File: config.mk
export PLATFORM = sky130hd
export DESIGN_NAME = issue_interlock
export DESIGN_NICKNAME = d
export VERILOG_FILES = /design/src/rtl/ilk_pkg.sv /design/src/rtl/ilk_scoreboard.sv /design/src/rtl/ilk_hazard.sv /design/src/rtl/ilk_issue_fsm.sv /design/src/rtl/issue_interlock.sv
export SDC_FILE = /design/constraint.sdc
export NUM_CORES = 1
export LEC_CHECK = 0
export BUFFER_PORTS_ARGS = -buffer_cell sky130_fd_sc_hd__buf_2
export CORE_ASPECT_RATIO = 0.8
export CORE_MARGIN = 1.5
export CORE_UTILIZATION = 40
export CTS_BUF_LIST = sky130_fd_sc_hd__clkbuf_4 sky130_fd_sc_hd__clkbuf_8
export CTS_CLUSTER_SIZE = 20
export DETAILED_ROUTE_END_ITERATION = 8
export GPL_TIMING_DRIVEN = 0
export HOLD_SLACK_MARGIN = 0.08
export SETUP_SLACK_MARGIN = 0.05
export SYNTH_ARGS = -nofsm -noshare
export SYNTH_HDL_FRONTEND = slang
export SYNTH_SLANG_ARGS = --single-unit
export TNS_END_PERCENT = 50
File: constraint.sdc
create_clock -name clk -period 3.19 [get_ports clk]
set_input_delay 0.638 -clock clk [delete_from_list [all_inputs] [get_ports clk]]
set_output_delay 0.638 -clock clk [all_outputs]
set_load 0.1 [all_outputs]
File: src/rtl/ilk_pkg.sv
package ilk_pkg;

    typedef enum logic [2:0] {
        OP_ALU    = 3'd0,
        OP_LOAD   = 3'd1,
        OP_STORE  = 3'd2,
        OP_FPADD  = 3'd3,
        OP_BRANCH = 3'd4
    } op_cls_e;

    typedef enum logic [1:0] {
        ILK_IDLE = 2'd0,
        ILK_FLOW = 2'd1,
        ILK_HOLD = 2'd2
    } ilk_state_e;

    // Classes that write a destination register
    function automatic logic writes_reg(op_cls_e c);
        return (c == OP_ALU) || (c == OP_LOAD) || (c == OP_FPADD);
    endfunction

    function automatic int max2(int a, int b);
        return (a > b) ? a : b;
    endfunction

endpackage

File: src/rtl/ilk_scoreboard.sv
module ilk_scoreboard
    import ilk_pkg::*;
#(
    parameter int NSLOT   = 3,
    parameter int REG_W   = 5,
    parameter int MAX_GAP = 3,
    localparam int RW     = $clog2(MAX_GAP + 1),
    localparam int IW     = (NSLOT > 1) ? $clog2(NSLOT) : 1
) (
    input  logic                         clk,
    input  logic                         rst_n,
    input  logic                         alloc,
    input  logic [REG_W-1:0]             alloc_dst,
    input  op_cls_e                      alloc_cls,
    output logic [NSLOT-1:0][RW-1:0]     slot_rem,
    output logic [NSLOT-1:0][REG_W-1:0]  slot_dst,
    output op_cls_e [NSLOT-1:0]          slot_cls
);

    localparam logic [RW-1:0] REM_INIT = RW'(MAX_GAP);
    localparam logic [RW-1:0] REM_ONE  = RW'(1);

    logic          free_found;
    logic [IW-1:0] free_idx;

    // A slot whose counter is at one expires at this edge and may be reused.
    always_comb begin
        free_found = 1'b0;
        free_idx   = '0;
        for (int i = NSLOT - 1; i >= 0; i--) begin
            if (slot_rem[i] <= REM_ONE) begin
                free_found = 1'b1;
                free_idx   = IW'(i);
            end
        end
    end

    for (genvar g = 0; g < NSLOT; g++) begin : g_slot
        always_ff @(posedge clk or negedge rst_n) begin
            if (!rst_n) begin
                slot_rem[g] <= '0;
                slot_dst[g] <= '0;
                slot_cls[g] <= OP_ALU;
            end else if (alloc && free_found && (free_idx == IW'(g))) begin
                slot_rem[g] <= REM_INIT;
                slot_dst[g] <= alloc_dst;
                slot_cls[g] <= alloc_cls;
            end else if (slot_rem[g] != '0) begin
                slot_rem[g] <= slot_rem[g] - REM_ONE;
            end
        end
    end

    // Enough slots must exist for one producer per cycle over the widest gap.
    AST_SLOT_AVAILABLE: assert property (@(posedge clk) disable iff (!rst_n)
        alloc |-> free_found);

endmodule

File: src/rtl/ilk_hazard.sv
module ilk_hazard
    import ilk_pkg::*;
#(
    parameter int NSLOT          = 3,
    parameter int REG_W          = 5,
    parameter int MAX_GAP        = 3,
    parameter int LAT_LOAD_USE   = 1,
    parameter int LAT_LOAD_STORE = 0,
    parameter int LAT_FP_OTHER   = 3,
    parameter int LAT_FP_STORE   = 2,
    parameter int LAT_ALU_BRANCH = 1,
    localparam int RW            = $clog2(MAX_GAP + 1)
) (
    input  logic                         in_valid,
    input  op_cls_e                      in_cls,
    input  logic [REG_W-1:0]             in_src_a,
    input  logic [REG_W-1:0]             in_src_b,
    input  logic [NSLOT-1:0][RW-1:0]     slot_rem,
    input  logic [NSLOT-1:0][REG_W-1:0]  slot_dst,
    input  op_cls_e [NSLOT-1:0]          slot_cls,
    output logic                         hazard
);

    // Bubbles required between a producer and a consumer issued right after it.
    function automatic int gap_of(op_cls_e p, op_cls_e c);
        unique case (p)
            OP_LOAD:  return (c == OP_STORE)  ? LAT_LOAD_STORE : LAT_LOAD_USE;
            OP_FPADD: return (c == OP_STORE)  ? LAT_FP_STORE   : LAT_FP_OTHER;
            OP_ALU:   return (c == OP_BRANCH) ? LAT_ALU_BRANCH : 0;
            default:  return 0;
        endcase
    endfunction

    logic [NSLOT-1:0] blocked;

    for (genvar g = 0; g < NSLOT; g++) begin : g_cmp
        logic hit_a, hit_b;
        int   need;
        always_comb begin
            hit_a = (in_src_a != '0) && (in_src_a == slot_dst[g]);
            hit_b = (in_src_b != '0) && (in_src_b == slot_dst[g]);
            need  = gap_of(slot_cls[g], in_cls);
            // Elapsed cycles are MAX_GAP - rem; block while fewer than need.
            blocked[g] = (slot_rem[g] != '0) && (hit_a || hit_b) &&
                         (int'(slot_rem[g]) > (MAX_GAP - need));
        end
    end

    assign hazard = in_valid && (|blocked);

endmodule

File: src/rtl/ilk_issue_fsm.sv
module ilk_issue_fsm
    import ilk_pkg::*;
#(
    parameter int MAX_GAP = 3,
    localparam int HW     = $clog2(MAX_GAP + 2)
) (
    input  logic clk,
    input  logic rst_n,
    input  logic in_valid,
    input  logic hazard,
    output logic issue,
    output logic stall
);

    ilk_state_e    state_d, state_q;
    logic [HW-1:0] hold_run;

    always_comb begin
        if (!in_valid)   state_d = ILK_IDLE;
        else if (hazard) state_d = ILK_HOLD;
        else             state_d = ILK_FLOW;
    end

    always_ff @(posedge clk or negedge rst_n) begin
        if (!rst_n) begin
            state_q  <= ILK_IDLE;
            hold_run <= '0;
        end else begin
            state_q  <= state_d;
            hold_run <= (state_d == ILK_HOLD) ? hold_run + HW'(1) : '0;
        end
    end

    always_comb begin
        issue = 1'b0;
        stall = 1'b0;
        unique case (state_d)
            ILK_IDLE: ;
            ILK_FLOW: issue = 1'b1;
            ILK_HOLD: stall = 1'b1;
            default:  ;
        endcase
    end

    // No run of bubbles outlasts the widest producer gap.
    AST_HOLD_BOUNDED: assert property (@(posedge clk) disable iff (!rst_n)
        (state_q == ILK_HOLD) |-> (hold_run <= HW'(MAX_GAP)));

endmodule

File: src/rtl/issue_interlock.sv
module issue_interlock
    import ilk_pkg::*;
#(
    parameter int REG_W          = 5,
    parameter int LAT_LOAD_USE   = 1,
    parameter int LAT_LOAD_STORE = 0,
    parameter int LAT_FP_OTHER   = 3,
    parameter int LAT_FP_STORE   = 2,
    parameter int LAT_ALU_BRANCH = 1
) (
    input  logic             clk,
    input  logic             rst_n,
    input  logic             in_valid,
    input  logic [2:0]       in_cls,
    input  logic [REG_W-1:0] in_src_a,
    input  logic [REG_W-1:0] in_src_b,
    input  logic [REG_W-1:0] in_dst,
    output logic             stall,
    output logic             issue
);

    localparam int MAX_GAP = max2(max2(max2(LAT_LOAD_USE, LAT_LOAD_STORE),
                                       max2(LAT_FP_OTHER, LAT_FP_STORE)),
                                  max2(LAT_ALU_BRANCH, 1));
    localparam int NSLOT   = MAX_GAP;
    localparam int RW      = $clog2(MAX_GAP + 1);

    op_cls_e                      cls;
    logic                         hazard;
    logic                         alloc;
    logic [NSLOT-1:0][RW-1:0]     slot_rem;
    logic [NSLOT-1:0][REG_W-1:0]  slot_dst;
    op_cls_e [NSLOT-1:0]          slot_cls;

    assign cls   = op_cls_e'(in_cls);
    assign alloc = issue && writes_reg(cls) && (in_dst != '0);

    ilk_scoreboard #(
        .NSLOT   (NSLOT),
        .REG_W   (REG_W),
        .MAX_GAP (MAX_GAP)
    ) u_sb (
        .clk       (clk),
        .rst_n     (rst_n),
        .alloc     (alloc),
        .alloc_dst (in_dst),
        .alloc_cls (cls),
        .slot_rem  (slot_rem),
        .slot_dst  (slot_dst),
        .slot_cls  (slot_cls)
    );

    ilk_hazard #(
        .NSLOT          (NSLOT),
        .REG_W          (REG_W),
        .MAX_GAP        (MAX_GAP),
        .LAT_LOAD_USE   (LAT_LOAD_USE),
        .LAT_LOAD_STORE (LAT_LOAD_STORE),
        .LAT_FP_OTHER   (LAT_FP_OTHER),
        .LAT_FP_STORE   (LAT_FP_STORE),
        .LAT_ALU_BRANCH (LAT_ALU_BRANCH)
    ) u_hz (
        .in_valid (in_valid),
        .in_cls   (cls),
        .in_src_a (in_src_a),
        .in_src_b (in_src_b),
        .slot_rem (slot_rem),
        .slot_dst (slot_dst),
        .slot_cls (slot_cls),
        .hazard   (hazard)
    );

    ilk_issue_fsm #(
        .MAX_GAP (MAX_GAP)
    ) u_fsm (
        .clk      (clk),
        .rst_n    (rst_n),
        .in_valid (in_valid),
        .hazard   (hazard),
        .issue    (issue),
        .stall    (stall)
    );

    AST_CLEAN_AFTER_RESET: assert property (@(posedge clk) disable iff (!rst_n)
        !$past(rst_n) |-> !stall);

    AST_ZERO_NEVER_WAITS: assert property (@(posedge clk) disable iff (!rst_n)
        (in_valid && in_src_a == '0 && in_src_b == '0) |-> !stall);

    AST_FP_TO_FP_WAITS: assert property (@(posedge clk) disable iff (!rst_n)
        ($past(rst_n) && $past(issue) && $past(in_cls) == OP_FPADD && $past(in_dst) != '0 &&
         in_valid && cls == OP_FPADD && in_src_a == $past(in_dst)) |-> stall);

    AST_FP_TO_STORE_WAITS: assert property (@(posedge clk) disable iff (!rst_n)
        ($past(rst_n) && $past(issue) && $past(in_cls) == OP_FPADD && $past(in_dst) != '0 &&
         in_valid && cls == OP_STORE && in_src_a == $past(in_dst)) |-> stall);

    AST_QUIET_WHEN_EMPTY: assert property (@(posedge clk) disable iff (!rst_n)
        !in_valid |-> (!issue && !stall));

endmodule

======== Word level (Yosys, flattened, before mapping) ========
Cells that the tools add are included.
word-level totals
  flip-flop bits (word level) ............. 30
  input port bits ......................... 21
  output and inout port bits .............. 2
  word-level logic and storage cells ...... 102
operators by class
  add/sub/neg operators ................... 6
  magnitude comparators ................... 6
  equality and inequality tests ........... 20
  multiplexer cells ....................... 22
  reduce and logical (&&, ||, !) cells .... 39
operator list
  operator                                                               count
  32-bit case mux with 3 select lines                                    3
  3-bit by 32-bit greater-than comparator with 1-bit output              3
  3-bit by 32-bit subtractor with 32-bit output, first input constant    3
  5-bit equality test                                                    6
  2-bit 2-to-1 mux                                                       11
  1-bit logical AND                                                      19
  3-bit by 2-bit equality test with 1-bit output, second input constant  5
  5-bit nonzero test                                                     3
  3-bit by 1-bit equality test with 1-bit output, second input constant  4
  3-bit logical NOT                                                      4
  2-bit nonzero test                                                     6
  1-bit 2-to-1 mux                                                       8
  2-bit by 1-bit <= comparator with 1-bit output, second input constant  3
  2-bit by 1-bit subtractor with 2-bit output, second input constant     3
  1-bit logical OR                                                       5
  2-bit by 1-bit equality test with 1-bit output, second input constant  2
  2-bit equality test, second input constant                             2
  3-bit equality test, second input constant                             1
  3-bit OR reduction                                                     1
  2-bit logical NOT                                                      1

======== Logic depth before layout (Yosys ltp) ========
Gate-level depths: netlist of run 1.
  depth after elaboration ................. 17
  mapped depth ............................ 10
  mapped depth without buffers ............ 10

======== Cells and area by module ========
From an unflattened synthesis of run 1, not the netlist that was laid out.
second synthesis, totals
  cells, all modules ...................... 184
  area, all modules ....................... 1966.9 um^2
by module, submodules not included
  module           times used  cells each  area each (um^2)  seq. area each (um^2)
  ilk_scoreboard   1           84          1277.5            750.7
  ilk_hazard       1           93          643.1             0.0
  issue_interlock  1           5           30.0              0.0
  ilk_issue_fsm    1           2           16.3              0.0

======== Worst setup path after synthesis of run 1 ========
Ideal clock, no wire load.
  path kind ............................... input to output
  start point ............................. input port in_cls[1]
  end point ............................... output port stall
  data arrival time ....................... 3.081 ns
  data required time ...................... 2.552 ns
  setup slack ............................. -0.529 ns
  cell stages on the path ................. 9
  buffers on the path ..................... 0
  cells stage by stage .................... nor3_1 > o21ai_0 > a21o_1 > ha_1 > a21oi_1 > o21ai_0 > a21oi_1 > nor3_1 > nor2_1
on the way
  longest elaborated chain between the ends .. 12
  elaborated cells on any way between the ends .. 23
  those cells by class .................... add/sub (3); order compare (3); eq/ne (3); mux (9); reduce/logical (5)
RTL lines
  item                                                                                   line                                                  RTL
  start: declaration                                                                     issue_interlock.sv:14                                 input logic [2:0] in_cls,
  3-bit equality test or 3-bit by 2-bit equality test with 1-bit output (tied branches)  ilk_hazard.sv:29, ilk_hazard.sv:27, ilk_hazard.sv:28
  1-bit 2-to-1 mux (on tied branches)                                                    ilk_hazard.sv:29, ilk_hazard.sv:27, ilk_hazard.sv:28
  32-bit case mux with 3 select lines                                                    ilk_hazard.sv:26                                      unique case (p)
  3-bit by 32-bit subtractor with 32-bit output                                          ilk_hazard.sv:45                                      (int'(slot_rem[g]) > (MAX_GAP - need));
  3-bit by 32-bit greater-than comparator with 1-bit output                              ilk_hazard.sv:45
  1-bit logical AND                                                                      ilk_hazard.sv:44                                      blocked[g] = (slot_rem[g] != '0) && (hit_a || hit_b) &&
  3-bit OR reduction (*)                                                                 ilk_hazard.sv:49                                      assign hazard = in_valid && (|blocked);
  1-bit logical AND (*)                                                                  ilk_hazard.sv:49
  2-bit 2-to-1 mux (*)                                                                   ilk_issue_fsm.sv:20                                   else if (hazard) state_d = ILK_HOLD;
  2-bit 2-to-1 mux (*)                                                                   ilk_issue_fsm.sv:19                                   if (!in_valid) state_d = ILK_IDLE;
  2-bit equality test (*)                                                                -
  1-bit 2-to-1 mux (*)                                                                   ilk_issue_fsm.sv:37                                   unique case (state_d)
  end: declaration                                                                       issue_interlock.sv:18                                 output logic stall,
Every way passes the cells marked *; elsewhere a longest branch is shown, timed or not.

======== Worst setup path in the final report of run 1 ========
  start point ............................. input port in_cls[0]
  end point ............................... output port stall
The elaborated chain is that of the path after synthesis.

==> reports/metrics.yaml, run 1 <==
clock_network:
  clock_sinks: 30
  cts-buffers-inserted: 5
  cts_tree: "yes"
  clk_pin_slew_worst_paths_ns: 0.07
  cts_root_buffer: "clkbuf_8"
  htree_num_levels: 2
  clk_latency_ns: 0.28
  cts.path.max_buffers: 2
synth:
  yosysTopAreaCell: "dfrtp_1"
  yosysTopAreaCellShare_pct: 39.5
  synth-async-reset-ratio_pct: 100
  yosys_warnings: 0
  syn_nets: 215
  synth_cells: 182
  synth_area_um2: 1900
  ys_seq_elements: 30
  ys_top_cells_by_count: "dfrtp_1 (30), mux2_2 (23), xor2_1 (21)"
  yosysMostFrequentCell: "dfrtp_1"
  synth_edf_count: 0
  synth_seq_area_share_pct: 39.5
  syn_avg_cell_area_um2: 10.4
  synthFlopType: "dfrtp_1"
  ys_types: 24
  synth.area.top_cells: "dfrtp_1 (39%), mux2_2 (14%), xor2_1 (9.7%)"
global_routing:
  grt_max_degree: 31
  grt_pass1_wl_um: 6680
  antenna_found_initial: 0
  grt_overflow: 0
  grt_pass1_vias: 1396
  grt_use_total_pct: 17.6
floorplan:
  die_height_um: 64.7
  num_rows: 22
  start_util_pct: 41.6
  dieArea_um2: 5180
  core_area_um2: 4570
  die_w_um: 80.1
  ios: 23
critical_path:
  crit_arrival_ns: 2.42
  worst_setup_path_start_kind: "input port"
  critPathMaxFanout: 7
  rrSetupSlack_ns: 0.53
  path_class: "input port to primary output"
  critical_path.endpoint_type: "primary output"
  required_ns: 2.55
route:
  dr_total_vias: 1334
  ant_nets: 0
  drt-initial-drc-count: 67
  drt-wirelength-per-cell_um: 14.3
  drt_first_pass_iters: 4
  drt-total-wl_um: 3900
  drc: 0
  vias_per_cell: 4.90
timing:
  tightestPinTransition_ns: 0.709
  finalCriticalPeriod_ns: 3.05
  slew_viol_final: 0
  relSlewSlack_pct: 52.7
  finalHoldViolCount: 0
  timing.final.crit_share_pct: 95.8
  rsz0062_at_grt: "true"
  setup_viol: 0
  fmax_mhz: 327
  fin_skew_ns: 0.00579
power:
  switchingPower_mw: 0.768
  ir_worst_vdd_v: 0.000370
  power.density_nw_per_um2: 910
  clkPwrFrac_pct: 19.4
  swShare_pct: 37.7
  comb_power_share_pct: 44.6
  leakage_nw: 1.04
  power_frac_seq_pct: 36.0
  power.internal_mw: 1.27
layout:
  fin_cells: 272
  drive_gt1_share_pct: 29.7
  area_delta_synth_final_pct: 17.8
  fin_area_um2: 2240
  n_fill_cell: 457
  final_core_util_pct: 49.0
  antenna_cells: 0
  finalNetCount: 245
worst_hold_path:
  hold_path_class: "input port to asynchronous set/reset pin"
run:
  maxCapViolCount: 0
placement:
  place_inst: 264
  dpl_cell_area_um2: 2100
  gp_congestion: 0.852
  dp_hpwl_um: 2900
  portBuffers: 22
status:
  status: "finished clean"
## cell type report
class / instances / area (um2) / area share [%]
clock buffers: 6 / 82.6 / 3.69
clock inverters: 1 / 30.0 / 1.34
inverters: 8 / 30.0 / 1.34
multi-input cells: 144 / 1140 / 50.9
flip-flops and latches: 30 / 751 / 33.5
well taps: 60 / 75.1 / 3.35
repair buffers: 23 / 130 / 5.81
## cells in the final DEF (no fill, tap or decap), types with 2 or more instances in the layout
| cell | n |
|---|---|
| nor2_1 | 7 |
| buf_2 | 20 |
| buf_6 | 2 |
| a21oi_1 | 3 |
| xor2_1 | 21 |
| and2_1 | 2 |
| nand2_1 | 15 |
| nor2b_1 | 4 |
| o21ai_0 | 5 |
| nand3_2 | 2 |
| a21o_1 | 3 |
| mux2_2 | 23 |
| ha_1 | 12 |
| xnor2_1 | 12 |
| clkbuf_8 | 6 |
| o21ai_1 | 2 |
| nand4_1 | 6 |
| dfrtp_1 | 30 |
| nor3_1 | 12 |
| inv_1 | 8 |
| a21oi_2 | 3 |
| nand2b_1 | 3 |
## cells by family (layout without fill, tap and decap cells)
kind of cell	Yosys count	in the layout	synth area share [%]
adders and majority gates	12	12	7.90
DFF	30	30	39.5
muxes	23	23	13.6
buffers and inverters	8	38	1.58
AOI/OAI and AO/OA	18	18	5.33
and+or+nand+nor	58	58	16.9
xor gates and xnor gates	33	33	15.2
## critical path: stages
cell	delay, ns
buf_2	0.14
nand2b_1	0.21
nand2_1	0.07
a21o_1	0.18
ha_1	0.26
a21oi_1	0.12
o21ai_0	0.14
a21oi_2	0.21
nor3_1	0.09
nor2_2	0.11
buf_6	0.24
## power by group through the flow
stage | registers (mW) | logic [mW] | clock network [mW]
floorplan | 0.695 | 0.730 | 0
global placement | 0.732 | 0.876 | 0
detailed placement | 0.741 | 0.890 | 0
CTS | 0.735 | 0.911 | 0.404
global route | 0.766 | 1.03 | 0.420
finish | 0.734 | 0.909 | 0.395
## state kept, by name, indices dropped and copies added (netlist names)
register,count
u_sb.slot_dst,15
u_sb.slot_rem,6
u_sb.slot_cls,9
## path summary, 6_finish.rpt
check / start / endpoint / cells after the start
max reg2reg: u_sb.slot_cls[1]$_DFFE_PN0P_ / u_sb.slot_cls[3]$_DFFE_PN0P_ / 11
max in group asynchronous: rst_n / u_sb.slot_rem[1]$_DFFE_PN0P_ / 1
max: in_cls[0] / stall / 11
min: rst_n / u_sb.slot_dst[10]$_DFFE_PN0P_ / 1
min reg2reg: u_sb.slot_cls[8]$_DFFE_PN0P_ / u_sb.slot_cls[8]$_DFFE_PN0P_ / 1
min in group clk: u_sb.slot_cls[8]$_DFFE_PN0P_ / u_sb.slot_cls[8]$_DFFE_PN0P_ / 1
## what timing repair did
item	4_1_cts	5_1_grt
hold buffers	0	0
endpoints found under the setup margin	2	2
resized for setup	5	1
buffers inserted	0	1
pin swaps	0	1
## per-layer routing
layer  GRT usage [%]  wire, um
met5               0         0
met4            7.54        82
met3            5.21       140
met2            25.9      1680
met1            23.9      2000
## metrics by stage
step           total power, mW  setup WS (ns)  setup TNS [ns]  hold slack (ns)
2_1_floorplan             1.43         -0.486          -10.75            0.342
3_3_place_gp              1.61         -0.144          -0.256            0.498
3_5_place_dp              1.63         -0.137          -0.241            0.500
4_1_cts                   2.05         0.0498               0            0.424
5_1_grt                   2.22        0.00417               0            0.445
6_report                  2.04          0.135               0            0.403
Note: power is estimated with default switching activity, not from simulation.
==> run 2: changes to the inputs <==
Settings changed: RECOVER_POWER set to 100.
==> run 2 against run 1 <==
Net effect: the flow now finishes with violations (capacitance limit, slew limit); clock-buffer cell count unchanged; sequential share of layout area rose by 0.32 points; final cell count unchanged; combinational power shrank 1%; global-route usage did not move.
==> reports/metrics.yaml, run 2 (same netlist as run 1, synthesis figures left out) <==
floorplan:
  core_area_um2: 4570
  dieArea_um2: 5180
  die_w_um: 80.1
  start_util_pct: 41.6
  die_height_um: 64.7
  num_rows: 22
  ios: 23
route:
  vias_per_cell: 4.95
  ant_nets: 0
  drt_first_pass_iters: 4
  drt-initial-drc-count: 78
  drt-wirelength-per-cell_um: 14.4
  drc: 0
  dr_total_vias: 1346
  drt-total-wl_um: 3910
status:
  status: "complete, but fails checks"
  violations: "capacitance limit, slew limit"
worst_hold_path:
  min_to: "u_sb.slot_cls[8]$_DFFE_PN0P_"
  hp-start: "u_sb.slot_cls[8]$_DFFE_PN0P_"
  hold_depth: 1
  hold_path_class: "register to register"
critical_path:
  worstReg2RegStart: "u_sb.slot_cls[1]$_DFFE_PN0P_"
  path_cells: "buf_2, nand2b_1, nand2_1, a21o_1, ha_1, a21oi_1, o21ai_0, a21oi_2, nor3_1, nor2_2, buf_6"
  critPathMaxFanout: 7
  critical_path.slowest_cell: "ha_1"
  max_stage_delay_ns: 0.26
  rrSetupSlack_ns: 0.41
  rr_worst_depth: 11
  worst-path-stages: 11
  rr_endpoint: "u_sb.slot_dst[11]$_DFFE_PN0P_"
  required_ns: 2.55
  critPathBufInv: 2
  cp_top_family: "compound AO/OA/AOI/OAI gates"
  path_class: "input port to primary output"
  worst_setup_path_start_kind: "input port"
  critical_path.endpoint_type: "primary output"
  crit_arrival_ns: 2.42
layout:
  drive_gt1_share_pct: 27.4
  mostFrequentLayoutCells: "dfrtp_1 (30), mux2_2 (23), xor2_1 (21)"
  final_core_util_pct: 48.5
  largest_registers: "u_sb.slot_dst (15), u_sb.slot_cls (9), u_sb.slot_rem (6)"
  fin_area_um2: 2220
  final_common_cell: "dfrtp_1"
  largest_reg_flops: 15
  antenna_cells: 0
  finalNetCount: 245
  max_flop_register: "u_sb.slot_dst"
  fin_cells: 272
  area_delta_synth_final_pct: 16.7
timing:
  relSlewSlack_pct: -12.8
  slew_viol_final: 31
  finalSetupTns_ns: 0
  tightestPinTransition_ns: 1.69
  setup_viol: 0
  finalHoldViolCount: 0
  finalCriticalPeriod_ns: 3.05
  fmax_mhz: 327
  rsz0062_at_grt: "true"
  fin_skew_ns: 0.00582
  timing.final.crit_share_pct: 95.7
placement:
  dp_hpwl_um: 2900
  dpl_cell_area_um2: 2100
  place_inst: 264
  gp_congestion: 0.852
  portBuffers: 22
power:
  switchingPower_mw: 0.763
  power.internal_mw: 1.26
  clkPwrFrac_pct: 19.5
  swShare_pct: 37.7
  leakage_nw: 1.03
  power_frac_seq_pct: 36.2
  total_power_mw: 2.03
  power.density_nw_per_um2: 914
  comb_power_share_pct: 44.3
  ir_worst_vdd_v: 0.000370
global_routing:
  grt_pass1_vias: 1396
  grt_overflow: 0
  grt_pass1_wl_um: 6680
  grt_use_total_pct: 17.6
  antenna_found_initial: 0
  grt_max_degree: 31
clock_network:
  clock_sinks: 30
  htree_num_levels: 2
  cts-buffers-inserted: 5
  clk_pin_slew_worst_paths_ns: 0.06
  cts_tree: "yes"
  cts_root_buffer: "clkbuf_8"
  clk_latency_ns: 0.28
  cts.path.max_buffers: 2
run:
  maxCapViolCount: 1
==> run 2: through the flow <==
step                      setup slack [ns]  hold WS (ns)
after global routing               0.00417         0.535
after CTS                           0.0498         0.424
final                                0.136         0.513
after floorplan                     -0.486         0.342
after global placement              -0.144         0.498
after detailed placement            -0.137         0.500
==> run 2: worst max-delay path by stage <==
stage	from	endpoint	slack (ns)
finish	in_cls[0]	stall	0.14
floorplan	in_cls[1]	u_sb.slot_cls[3]$_DFFE_PN0P_	-0.49
global placement	in_cls[0]	stall	-0.14
CTS	in_cls[0]	stall	0.05
detailed placement	in_cls[0]	stall	-0.14
global route	in_cls[0]	stall	0.004
==> run 2: area by class of cell <==
| cell class | instances | area (um2) |
|---|---|---|
| inverter | 8 | 30.0 |
| timing repair buffer | 23 | 121 |
| multi-input combinational | 144 | 1130 |
| sequential | 30 | 751 |
| fill | 460 | 2350 |
| clock inverter | 1 | 30.0 |
| tap | 60 | 75.1 |
| clock buffer | 6 | 82.6 |
==> run 2: power groups by stage <==
stage                     clock network, mW  registers [mW]  logic [mW]
after detailed placement                  0           0.741       0.890
final                                 0.394           0.733       0.898
after global placement                    0           0.732       0.876
after floorplan                           0           0.695       0.730
after global routing                  0.420           0.766        1.02
after CTS                             0.404           0.735       0.911
==> run 2: repair_timing <==
| action | CTS | global route |
|---|---|---|
| buffers inserted | 0 | 1 |
| resized for setup | 5 | 1 |
| endpoints found under the hold margin | 0 | 0 |
| cloned | 0 | 0 |
| endpoints found under the setup margin | 2 | 2 |
| hold buffers | 0 | 0 |
| pin swaps | 0 | 1 |
==> run 2: layer usage <==
| metal | wire length (um) | global-route usage, % |
|---|---|---|
| met5 | 0 | 0 |
| met1 | 2000 | 23.9 |
| met3 | 143 | 5.21 |
| met2 | 1680 | 25.9 |
| met4 | 82 | 7.54 |
==> run 3: changes to the inputs <==
Settings changed: CORE_UTILIZATION 40 to 60, PLACE_DENSITY set to 0.82.
==> run 3 against run 2 <==
Net effect: the flow still finishes with violations (capacitance limit, slew limit); first-iteration DRC count shrank 15%; highest routed layer unchanged; sequential cell count did not move; routed wire length grew 9.9%; critical path type unchanged; largest power group unchanged; combinational power grew 11%; worst setup slack got worse by 0.014 ns.
==> reports/metrics.yaml, run 3 (same netlist as run 1, synthesis figures left out) <==
status:
  status: "complete, but fails checks"
  violations: "capacitance limit, slew limit"
critical_path:
  crit_arrival_ns: 2.43
  required_ns: 2.55
  critPathMaxFanout: 7
  rr_endpoint: "u_sb.slot_dst[8]$_DFFE_PN0P_"
  critical_path.endpoint_type: "primary output"
  worst_setup_path_start_kind: "input port"
  rrSetupSlack_ns: 0.33
  crit_top_cell: "a21oi_2"
  max_stage_delay_ns: 0.36
  path_cells: "buf_2, nor3_1, o21ai_0, a21o_1, ha_1, a21oi_2, o21ai_1, a21oi_2, nor4_4, buf_4"
  critPathBufInv: 2
  path_class: "input port to primary output"
  rr_worst_depth: 11
  cp_top_family: "buffers and inverters"
  worstReg2RegStart: "u_sb.slot_cls[1]$_DFFE_PN0P_"
  critical_path.slowest_cell: "buf_4"
layout:
  area_delta_synth_final_pct: 18.9
  final_common_cell: "dfrtp_1"
  max_flop_register: "u_sb.slot_dst"
  mostFrequentLayoutCells: "dfrtp_1 (30), mux2_2 (23), xor2_1 (21)"
  largest_registers: "u_sb.slot_dst (15), u_sb.slot_cls (9), u_sb.slot_rem (6)"
  antenna_cells: 0
  largest_reg_flops: 15
  drive_gt1_share_pct: 31.2
  finalNetCount: 247
route:
  drt-initial-drc-count: 66
  drt_first_pass_iters: 4
  vias_per_cell: 5.78
  drt-wirelength-per-cell_um: 16.8
  dr_total_vias: 1475
  ant_nets: 0
  drc: 0
  drt-total-wl_um: 4290
clock_network:
  cts.path.max_buffers: 2
  cts-buffers-inserted: 5
  htree_num_levels: 2
  clk_pin_slew_worst_paths_ns: 0.06
  cts_root_buffer: "clkbuf_8"
  cts_tree: "yes"
  clk_latency_ns: 0.28
  clock_sinks: 30
power:
  leakage_nw: 1.06
  ir_worst_vdd_v: 0.000507
  power.density_nw_per_um2: 985
  total_power_mw: 2.23
global_routing:
  antenna_found_initial: 0
  grt_pass1_wl_um: 6820
  grt_use_total_pct: 27.2
  grt_pass1_vias: 1496
  grt_max_degree: 31
  grt_overflow: 0
timing:
  hold_slack_ns: 0.539
  fin_skew_ns: 0.00213
  fmax_mhz: 326
  finalHoldViolCount: 0
  rsz0062_at_grt: "false"
  finalCriticalPeriod_ns: 3.07
  slew_viol_final: 31
  setup_viol: 0
  tightestPinTransition_ns: 1.59
  timing.final.crit_share_pct: 96.2
  relSlewSlack_pct: -5.77
floorplan:
  num_rows: 18
  dieArea_um2: 3520
  start_util_pct: 62.1
  die_height_um: 53.3
  die_w_um: 65.9
  core_area_um2: 3060
  ios: 23
worst_hold_path:
  hold_path_class: "register to register"
  min_to: "u_sb.slot_cls[8]$_DFFE_PN0P_"
  hold_depth: 1
  hp-start: "u_sb.slot_cls[8]$_DFFE_PN0P_"
placement:
  portBuffers: 22
  dp_hpwl_um: 3140
  gp_congestion: 0.929
run:
  maxCapViolCount: 1
run 3: repair_timing:
item,CTS,global route
setup buffers,0,3
endpoints found under the setup margin,2,2
pin swaps,0,2
hold buffers,0,0
hold endpoints to repair,0,0
cloned,0,0
resized for setup,4,12
run 3: worst max-delay path by stage:
stage	start	to	slack, ns	cells after the start
floorplan	in_cls[1]	u_sb.slot_cls[3]$_DFFE_PN0P_	-0.49	10
finish	in_cls[1]	issue	0.12	10
global route	in_cls[1]	issue	0.03	10
CTS	in_cls[0]	stall	0.02	11
detailed placement	in_cls[0]	issue	-0.13	10
global placement	in_cls[0]	stall	-0.11	11
run 3: area by class of cell:
cell class	instances	area (um2)
Sequential cell	30	751
Tap cell	40	50.0
Fill cell	225	803
Timing Repair Buffer	25	140
Clock inverter	2	60.1
Multi-Input combinational cell	144	1150
Inverter	8	30.0
Clock buffer	6	82.6
run 3: per-layer routing:
| layer | global-route usage (%) | wire [um] | vias up |
|---|---|---|---|
| met5 | 0 | 0 | - |
| met2 | 46.5 | 2160 | 57 |
| met4 | 13.2 | 86 | 0 |
| met3 | 6.60 | 253 | 11 |
| met1 | 32.2 | 1790 | 711 |
| li1 | - | - | 696 |
run 3: report_power, final:
part,switching [mW],leakage (nW),internal (mW)
clock,0.144,0.0714,0.333
sequential,0.188,0.369,0.556
combinational,0.509,0.616,0.495
run 3: worst reg2reg max path, cell delays in order (launching register included):
cell and delay [ns]:
dfrtp_1 0.40, nor3_1 0.17, o21ai_0 0.10, a21o_1 0.17, ha_1 0.29, a21oi_2 0.06, o21ai_1 0.12, a21oi_2 0.07
nor4_4 0.31, buf_4 0.18, nand4_1 0.43, mux2_2 0.46
run 3: through the flow:
step	setup slack (ns)	TNS, ns	utilization, %	std cells	area (um2)
after detailed placement	-0.129	-0.257	67.7	244	2070
final	0.121	0	73.8	255	2260
after floorplan	-0.486	-10.75	-	182	1910
after global routing	0.0338	0	73.8	255	2260
after global placement	-0.109	-0.201	67.7	244	2070
after CTS	0.0231	0	72.8	252	2230
